$ cat src/rtl/ars_pkg.sv
package ars_pkg;
  typedef enum logic [1:0] {
    SEL_OP   = 2'd0,
    SEL_FLAG = 2'd1,
    SEL_SLOT = 2'd2,
    SEL_NONE = 2'd3
  } ars_sel_e;

  localparam int unsigned OP_ADDR   = 0;
  localparam int unsigned FLAG_ADDR = 1;
endpackage

$ cat src/rtl/ars_justify.sv
module ars_justify #(
  parameter int unsigned RES_W = 10,
  parameter int unsigned REG_W = 16
) (
  input  logic [RES_W-1:0] data_i,
  input  logic             left_i,
  output logic [REG_W-1:0] data_o
);
  localparam int unsigned PAD = REG_W - RES_W;

  generate
    if (PAD == 0) begin : g_nopad
      assign data_o = data_i;
    end else begin : g_pad
      assign data_o = left_i ? {data_i, {PAD{1'b0}}} : {{PAD{1'b0}}, data_i};
    end
  endgenerate
endmodule

$ cat src/rtl/ars_slot.sv
module ars_slot #(
  parameter int unsigned REG_W = 16
) (
  input  logic             clk_i,
  input  logic             rst_ni,
  input  logic             hit_i,
  input  logic             cmp_en_i,
  input  logic             cmp_gt_i,
  input  logic [REG_W-1:0] res_i,
  input  logic             wr_i,
  input  logic [REG_W-1:0] wdata_i,
  output logic [REG_W-1:0] value_o,
  output logic             match_o
);
  logic [REG_W-1:0] value_q;
  logic             above;

  always_comb begin
    above   = res_i > value_q;
    match_o = hit_i & cmp_en_i & (cmp_gt_i ? above : ~above);
  end

  // a store from the engine beats a software write
  always_ff @(posedge clk_i or negedge rst_ni) begin
    if (!rst_ni)                 value_q <= '0;
    else if (hit_i && !cmp_en_i) value_q <= res_i;
    else if (wr_i)               value_q <= wdata_i;
  end

  assign value_o = value_q;
endmodule

$ cat src/rtl/ars_flags.sv
module ars_flags #(
  parameter int unsigned W = 16
) (
  input  logic         clk_i,
  input  logic         rst_ni,
  input  logic [W-1:0] set_i,
  input  logic         clr_wr_i,
  input  logic [W-1:0] clr_mask_i,
  output logic [W-1:0] flags_o
);
  logic [W-1:0] flags_q;
  logic [W-1:0] clr;

  assign clr = clr_wr_i ? clr_mask_i : '0;

  always_ff @(posedge clk_i or negedge rst_ni) begin
    if (!rst_ni) flags_q <= '0;
    else         flags_q <= (flags_q & ~clr) | set_i;
  end

  assign flags_o = flags_q;
endmodule

$ cat src/rtl/adc_result_store.sv
module adc_result_store #(
  parameter int unsigned NUM_SLOTS = 8,
  parameter int unsigned RES_W     = 10,
  parameter int unsigned REG_W     = 16,
  localparam int unsigned IDX_W    = $clog2(NUM_SLOTS),
  localparam int unsigned ADDR_W   = IDX_W + 1
) (
  input  logic                 clk_i,
  input  logic                 rst_ni,
  input  logic                 conv_valid_i,
  input  logic [IDX_W-1:0]     conv_slot_i,
  input  logic [RES_W-1:0]     conv_data_i,
  input  logic [NUM_SLOTS-1:0] cmp_en_i,
  input  logic                 justify_left_i,
  input  logic                 bus_sel_i,
  input  logic                 bus_we_i,
  input  logic [ADDR_W-1:0]    bus_addr_i,
  input  logic [REG_W-1:0]     bus_wdata_i,
  output logic [REG_W-1:0]     bus_rdata_o,
  output logic                 abort_o
);
  import ars_pkg::*;

  localparam int unsigned FLAG_W = 2 * NUM_SLOTS;

  ars_sel_e                            sel;
  logic                                wr;
  logic [IDX_W-1:0]                    idx;
  logic [REG_W-1:0]                    res_just;
  logic [NUM_SLOTS-1:0]                op_q;
  logic                                abort_q;
  logic [NUM_SLOTS-1:0][REG_W-1:0]     slot_vals;
  logic [NUM_SLOTS-1:0]                match;
  logic [NUM_SLOTS-1:0]                done;
  logic [FLAG_W-1:0]                   flags;

  assign wr  = bus_sel_i & bus_we_i;
  assign idx = bus_addr_i[IDX_W-1:0];

  always_comb begin
    if (bus_addr_i[ADDR_W-1])                   sel = SEL_SLOT;
    else if (bus_addr_i == ADDR_W'(OP_ADDR))    sel = SEL_OP;
    else if (bus_addr_i == ADDR_W'(FLAG_ADDR))  sel = SEL_FLAG;
    else                                        sel = SEL_NONE;
  end

  ars_justify #(.RES_W(RES_W), .REG_W(REG_W)) u_just (
    .data_i (conv_data_i),
    .left_i (justify_left_i),
    .data_o (res_just)
  );

  always_ff @(posedge clk_i or negedge rst_ni) begin
    if (!rst_ni) begin
      op_q    <= '0;
      abort_q <= 1'b0;
    end else begin
      abort_q <= wr && (sel == SEL_OP);
      if (wr && (sel == SEL_OP)) op_q <= bus_wdata_i[NUM_SLOTS-1:0];
    end
  end

  generate
    for (genvar n = 0; n < NUM_SLOTS; n++) begin : g_slot
      assign done[n] = conv_valid_i && (conv_slot_i == IDX_W'(n));
      ars_slot #(.REG_W(REG_W)) u_slot (
        .clk_i    (clk_i),
        .rst_ni   (rst_ni),
        .hit_i    (done[n]),
        .cmp_en_i (cmp_en_i[n]),
        .cmp_gt_i (op_q[n]),
        .res_i    (res_just),
        .wr_i     (wr && (sel == SEL_SLOT) && (idx == IDX_W'(n))),
        .wdata_i  (bus_wdata_i),
        .value_o  (slot_vals[n]),
        .match_o  (match[n])
      );
    end
  endgenerate

  ars_flags #(.W(FLAG_W)) u_flags (
    .clk_i      (clk_i),
    .rst_ni     (rst_ni),
    .set_i      ({done, match}),
    .clr_wr_i   (wr && (sel == SEL_FLAG)),
    .clr_mask_i (bus_wdata_i[FLAG_W-1:0]),
    .flags_o    (flags)
  );

  always_comb begin
    bus_rdata_o = '0;
    case (sel)
      SEL_OP:   bus_rdata_o = REG_W'(op_q);
      SEL_FLAG: bus_rdata_o = REG_W'(flags);
      SEL_SLOT: bus_rdata_o = slot_vals[idx];
      default:  bus_rdata_o = '0;
    endcase
  end

  assign abort_o = abort_q;
endmodule

$ cat config.mk
export PLATFORM = sky130hd
export DESIGN_NAME = adc_result_store
export DESIGN_NICKNAME = d
export VERILOG_FILES = /design/src/rtl/ars_pkg.sv /design/src/rtl/ars_justify.sv /design/src/rtl/ars_slot.sv /design/src/rtl/ars_flags.sv /design/src/rtl/adc_result_store.sv
export SDC_FILE = /design/constraint.sdc
export NUM_CORES = 1
export LEC_CHECK = 0
export ABC_CLOCK_PERIOD_IN_PS = 3310
export CAP_MARGIN = 10
export CORE_MARGIN = 5
export CORE_UTILIZATION = 50
export DETAILED_ROUTE_END_ITERATION = 8
export GPL_TIMING_DRIVEN = 0
export PLACE_DENSITY = 0.68
export SLEW_MARGIN = 20
export SYNTH_ARGS = -nofsm -noshare
export SYNTH_HDL_FRONTEND = slang
export SYNTH_SLANG_ARGS = --single-unit
$ cat constraint.sdc
create_clock -name clk_i -period 3.31 [get_ports clk_i]
set_clock_uncertainty 0.05 [all_clocks]
set_input_delay 0.662 -clock clk_i [delete_from_list [all_inputs] [get_ports clk_i]]
set_output_delay 0.662 -clock clk_i [all_outputs]
set_load 0.02 [all_outputs]
======== Yosys cells after proc, flatten, opt, wreduce, memory -nomap -nowiden ========
Index checks and enable logic that the tools add are counted.
word-level totals
  word-level logic and storage cells ...... 144
  flip-flop bits (word level) ............. 153
  input bits .............................. 47
cells by class
  equality and inequality tests ........... 17
  order comparisons ....................... 9
  bitwise gates (word level) .............. 28
  muxes and demuxes ....................... 32
  reductions and logical operators ........ 47
operators with widths
  kind                number
  $mux 16             19
  $gt 16x16->1        8
  $bmux 16 s3         1
  $pmux 16 s3         1
  $logic_and 1x1->1   27
  $eq 3x3->1 const B  8
  $and 1x1->1         17
  $and 16x16->16      1
  $not 16->16         1
  $or 16x16->16       1
  $reduce_bool 2->1   8
  $eq 3x2->1 const B  4
  $logic_not 1->1     8
  $mux 1              8
  $not 1->1           8
  $eq 3x1->1 const B  2
  $logic_not 3->1     2
  $mux 2              3
  $eq 4x1->1 const B  1
  $logic_not 4->1     1
  $lt 3x4->1 const B  1
  $eq 2x1->1 const B  1
  $eq 2x2->1 const B  1
  $logic_not 2->1     1

======== Longest topological paths before layout ========
  depth in word-level cells ............... 10
  depth in mapped cells ................... 11
  mapped depth without buffers ............ 9

======== Hierarchy ========
Synthesis repeated with hierarchy kept, for this count alone.
second synthesis, totals
  cell total of the unflattened synthesis .. 1323
  area, all modules ....................... 12381.9 um^2
by module, submodules not included
  module                            cells an instance  area each (um^2)  instances
  ars_slot at g_slot[0].u_slot ...  136                1242.4            4
  ars_slot at g_slot[4].u_slot ...  136                1223.7            4
  adc_result_store                  167                1747.9            1
  ars_flags                         50                 611.8             1
  ars_justify                       18                 157.7             1

======== Worst setup path after synthesis ========
Ideal clock, no wire load.
  kind .................................... input-to-reg
  start ................................... input port justify_left_i
  end ..................................... register u_flags.flags_q[0], in the netlist u_flags.flags_o[0]
  stages .................................. 11
  required time ........................... 3.137 ns
  library setup time ...................... 0.123 ns
  arrival ................................. 3.471 ns
  path buffers ............................ 3
  setup slack ............................. -0.334 ns
  cell sequence ........................... clkbuf_1 -> clkbuf_1 -> and2_1 -> clkbuf_1 -> ha_1 -> nand4_1 -> or3_1 -> or4_4 -> and4_4 -> a221oi_2 -> nand2_1
on the way
  cells in the longest elaborated chain, start to end .. 6
ends and longest elaborated chain
  item                    line                    source
  start: declaration      adc_result_store.sv:14  input logic justify_left_i,
  $mux 16 (*)             ars_justify.sv:15       assign data_o = left_i ? {data_i, {PAD{1'b0}}} : {{PAD{1'b0}}, data_i};
  $gt 16x16->1 (*)        ars_slot.sv:19          above = res_i > value_q;
  $not 1->1               ars_slot.sv:20          match_o = hit_i & cmp_en_i & (cmp_gt_i ? above : ~above);
  $mux 1 (*)              ars_slot.sv:20
  $and 1x1->1 (*)         ars_slot.sv:20
  $or 16x16->16 (*)       ars_flags.sv:18         else flags_q <= (flags_q & ~clr) | set_i;
  end signal: assignment  ars_flags.sv:18
  end: declaration        ars_flags.sv:11         logic [W-1:0] flags_q;
Mark *: on every way between the ends. The rest lies on a longest branch, timed or not.
A chain may end at the register's enable or synchronous reset.

======== Worst setup path after layout ========
  start ................................... input port bus_addr_i[0]
  end ..................................... output port bus_rdata_o[7]
on the way
  cells in the longest elaborated chain, start to end .. 6
  elaborated cells between the ends (all ways) .. 11
  classes of those cells .................. 3 x eq/ne; 6 x mux; 2 x reduce/logical
ends and longest elaborated chain
  item                                      line                    source
  start: declaration                        adc_result_store.sv:17  input logic [ADDR_W-1:0] bus_addr_i,
  $eq 4x1->1                                adc_result_store.sv:43  else if (bus_addr_i == ADDR_W'(FLAG_ADDR)) sel = SEL_FLAG;
  $mux 2                                    adc_result_store.sv:43
  $mux 2                                    adc_result_store.sv:42  else if (bus_addr_i == ADDR_W'(OP_ADDR)) sel = SEL_OP;
  $mux 2                                    adc_result_store.sv:41  if (bus_addr_i[ADDR_W-1]) sel = SEL_SLOT;
  $eq 2x2->1, or another cell as far along  adc_result_store.sv:92  case (sel)
  $pmux 16 s3 (*)                           adc_result_store.sv:92
  end: declaration                          adc_result_store.sv:19  output logic [REG_W-1:0] bus_rdata_o,
Mark *: on every way between the ends. The rest lies on a longest branch, timed or not. The select of a mux whose other input is x is not followed.

==> results.py <==
metrics = {
    "global_routing": {
        "grt_pass1_wl_mm": 59.11,
        "use_met2_pct": 47.50,
        "met1_usage_pct": 37.77,
        "grt_pass1_vias": 10189,
        "grt_usage_pct": 29.08,
        "gr-max-usage-layer": "met2",
        "overflow": 0,
        "antenna_found_initial": 0,
        "grtUsageMet3_pct": 3.664,
        "grt_max_degree": 86,
    },
    "clock_tree": {
        "root_buffer": "clkbuf_16",
        "cts_buffers": 17,
        "clkSinkCount": 153,
        "htreeDepth": 4,
        "clk_path_buf_depth": 2,
        "cts_tree": "built",
        "clk_latency_ns": 0.44,
        "path_clk_slew_ns": 0.07,
    },
    "outcome": {
        "status": "finished clean",
    },
    "critical_path": {
        "cp-start-kind": "input pin",
        "worst_setup_path_end_kind": "primary output",
        "crit_start": "bus_addr_i[0]",
        "critPathMaxFanout": 5,
        "r2r_end": "u_flags.flags_o[0]",
        "rr_worst_depth": 14,
        "cp.arrival_ns": 2.58,
        "worstPathRequired_ns": 2.60,
        "critPathKind": "in -> out",
        "crit_path_end": "bus_rdata_o[7]",
        "rrSetupSlack_ns": 0.72,
        "reg2reg_from": "g_slot[0].u_slot.value_o[11]",
    },
    "sta": {
        "maxSlewViolCount": 0,
        "slew_headroom_pct": 26.74,
        "fin_crit_ns": 3.294,
        "post-route-period-util_pct": 99.51,
        "finalSetupViolations": 0,
        "timing.final.ws_setup_ns": 0.01629,
        "max_freq_ghz": 0.3036,
        "whs_ns": 0.1464,
        "rsz0062_at_grt": "true",
        "hold_viol": 0,
        "worst_pin_slew_ns": 1.097,
    },
    "detailed_routing": {
        "first_iter_violations": 1129,
        "drc": 0,
        "vias_per_cell": 6.077,
        "postRouteAntennaNets": 0,
        "firstDrtPassIters": 6,
        "via_count": 10410,
        "avgRoutedWirePerCell_um": 22.44,
        "wirelength_mm": 38.45,
    },
    "synthesis": {
        "syn_area_um2": 11830,
        "synth_flop_cell": "dfrtp_1",
        "synth_top_area_share_pct": 32.38,
        "yosys.area.top_type": "dfrtp_1",
        "synthArstFlopShare_pct": 100.0,
        "synth.avg_cell_area_um2": 9.124,
        "syn_inst": 1296,
        "ys_ff_latch": 153,
        "yosysUniqueCellTypes": 66,
        "syn_nets": 1455,
        "yosys_warnings": 0,
        "ys_seq_area_share_pct": 32.38,
        "synth_area_leaders": "dfrtp_1 (32%), ha_1 (12%), mux2i_1 (11%)",
        "synth_edf_count": 0,
    },
    "floorplanning": {
        "initial_core_util_pct": 50.53,
        "ios": 64,
        "die_w_um": 163.8,
        "die_h_um": 163.8,
        "dieArea_um2": 26830,
        "core-area_um2": 23400,
        "rows": 56,
    },
    "min_path": {
        "hp-class": "in -> async",
    },
    "power_and_ir_drop": {
        "p_leak_nw": 5.982,
        "irDropWorstVdd_mv": 0.3287,
        "total_power_w": 0.006990,
        "power.density_nw_per_um2": 513.7,
    },
    "placement": {
        "io_buffers": 44,
        "place_congestion": 0.9447,
        "place_inst": 1660,
        "hpwl_mm": 29.38,
        "post-place-ws_ns": -1.249,
    },
    "run": {
        "max_cap_viol_count": 0,
    },
    "finish": {
        "area.sequential_um2": 3829,
        "area_growth_pct": 15.07,
        "nNetsFinal": 1542,
        "multiInputGateArea_um2": 7143,
        "final_layout_size_suffix_gt1_share_pct": 12.91,
        "antennaDiodeCount": 0,
        "nFillCells": 2041,
        "final_cells": 1713,
    },
}
report_power, final:
group / total, W / internal [W] / switching, W / leakage (nW)
combinational: 0.00237 / 0.00108 / 0.00129 / 3.80
clock: 0.00194 / 0.00110 / 0.000841 / 0.264
sequential: 0.00268 / 0.00230 / 0.000388 / 1.92
through the flow:
step | TNS, ns | utilization, % | instance area, um^2
final | 0 | 58.14 | 13610
after global routing | -0.003411 | 58.14 | 13610
after CTS | -0.0006870 | 57.94 | 13560
after detailed placement | -25.85 | 54.47 | 12750
after global placement | -788.88 | 54.33 | 12710
after floorplan | 0 | - | 11880
cells by family (layout without fill, tap and decap cells):
| family | after synthesis | count (layout) | synth area share, % |
|---|---|---|---|
| mux | 182 | 182 | 19.00 |
| simple gates | 325 | 325 | 12.99 |
| flops | 153 | 153 | 32.38 |
| fa+ha+maj | 116 | 116 | 12.19 |
| buf+inv | 218 | 316 | 7.565 |
| compound gates | 294 | 294 | 15.28 |
| xor+xnor | 8 | 8 | 0.5926 |
sequential cells by signal, summed over array words and instances, names as in the netlist:
signal and count:
g_slot.u_slot.value_o 128, abort_o 1, u_flags.flags_o 16, op_q 8
per-layer routing:
metal	vias to the layer above	routed length (um)
met3	100	2572
met4	0	2052
met5	-	0
met2	461	18400
met1	5066	15420
li1	4783	-
Yosys cell counts, types with 4 or more instances:
cell / number
nand4_1: 18
nor3_1: 14
buf_2: 13
a21oi_1: 34
mux4_2: 32
xnor2_1: 8
a221oi_1: 4
maj3_1: 4
nor4_1: 4
mux2_2: 20
and2_1: 7
clkbuf_1: 60
a211o_1: 5
nor2_1: 21
nand3_1: 17
a222oi_1: 8
dfrtp_1: 153
and4_1: 5
a21o_1: 29
a31oi_1: 6
o21ai_0: 158
nand2_1: 189
nor2_2: 6
buf_4: 9
inv_1: 129
ha_1: 112
mux2i_1: 130
a22o_1: 8
or3_1: 4
and3_1: 11
nor2b_1: 8
nand2b_1: 9
layout by cell type, fill, tap and decap left out, types with 5 or more instances in the layout:
cell type        Yosys  layout
nor2_2               6       6
a211o_1              5       5
clkbuf_1            60      46
clkbuf_16            0      17
buf_4                9      34
clkbuf_2             1       5
buf_8                0       5
nand2_1            189     189
ha_1               112     112
dlygate4sd2_1        0       5
clkinvlp_4           0       5
dfrtp_1            153     153
nand2b_1             9       9
buf_2               13      14
buf_6                2       6
a31oi_1              6       6
clkbuf_4             0       5
a22o_1               8       8
a222oi_1             8       8
mux4_2              32      32
nor2_1              21      21
o21ai_0            158     158
a21oi_1             34      34
xnor2_1              8       8
nand3_1             17      17
a21o_1              29      29
and4_1               5       5
mux2i_1            130     130
nand4_1             18      18
and3_1              11      11
nor3_1              14      14
mux2_2              20      16
clkdlybuf4s50_1      0      22
nor2b_1              8       8
inv_1              129     128
clkdlybuf4s15_1      0       5
worst min-delay path by stage:
stage	to	slack [ns]
floorplan	abort_o	0.32
global placement	u_flags.flags_o[14]	0.41
detailed placement	u_flags.flags_o[15]	0.42
CTS	g_slot[3].u_slot.value_o[9]	0.21
global route	g_slot[2].u_slot.value_o[8]	0.23
finish	g_slot[2].u_slot.value_o[8]	0.15
timing repair:
| action | in CTS | in global routing |
|---|---|---|
| gates cloned | 0 | 0 |
| hold buffers | 0 | 0 |
| pin swaps | 6 | 8 |
| setup buffers | 22 | 5 |
| endpoints found under the hold margin | 0 | 0 |
| gates resized for setup | 89 | 24 |
| endpoints found under the setup margin | 24 | 15 |
layout make-up:
class / count / area share, %
clock inverters: 12 / 0.9379
multi-input cells: 925 / 52.50
inverters: 129 / 3.586
well taps: 319 / 2.933
plain buffers: 85 / 3.880
repair buffers: 72 / 4.874
flip-flops and latches: 153 / 28.14
clock buffers: 18 / 3.154
worst max-delay path, stage by stage:
cell	delay, ns
buf_2	0.14
buf_6	0.15
buf_12	0.13
mux4_2	0.52
nand2_1	0.08
o21ai_0	0.08
a222oi_1	0.52
inv_1	0.12
buf_6	0.16
No activity file was read; power rests on OpenSTA's default activity.
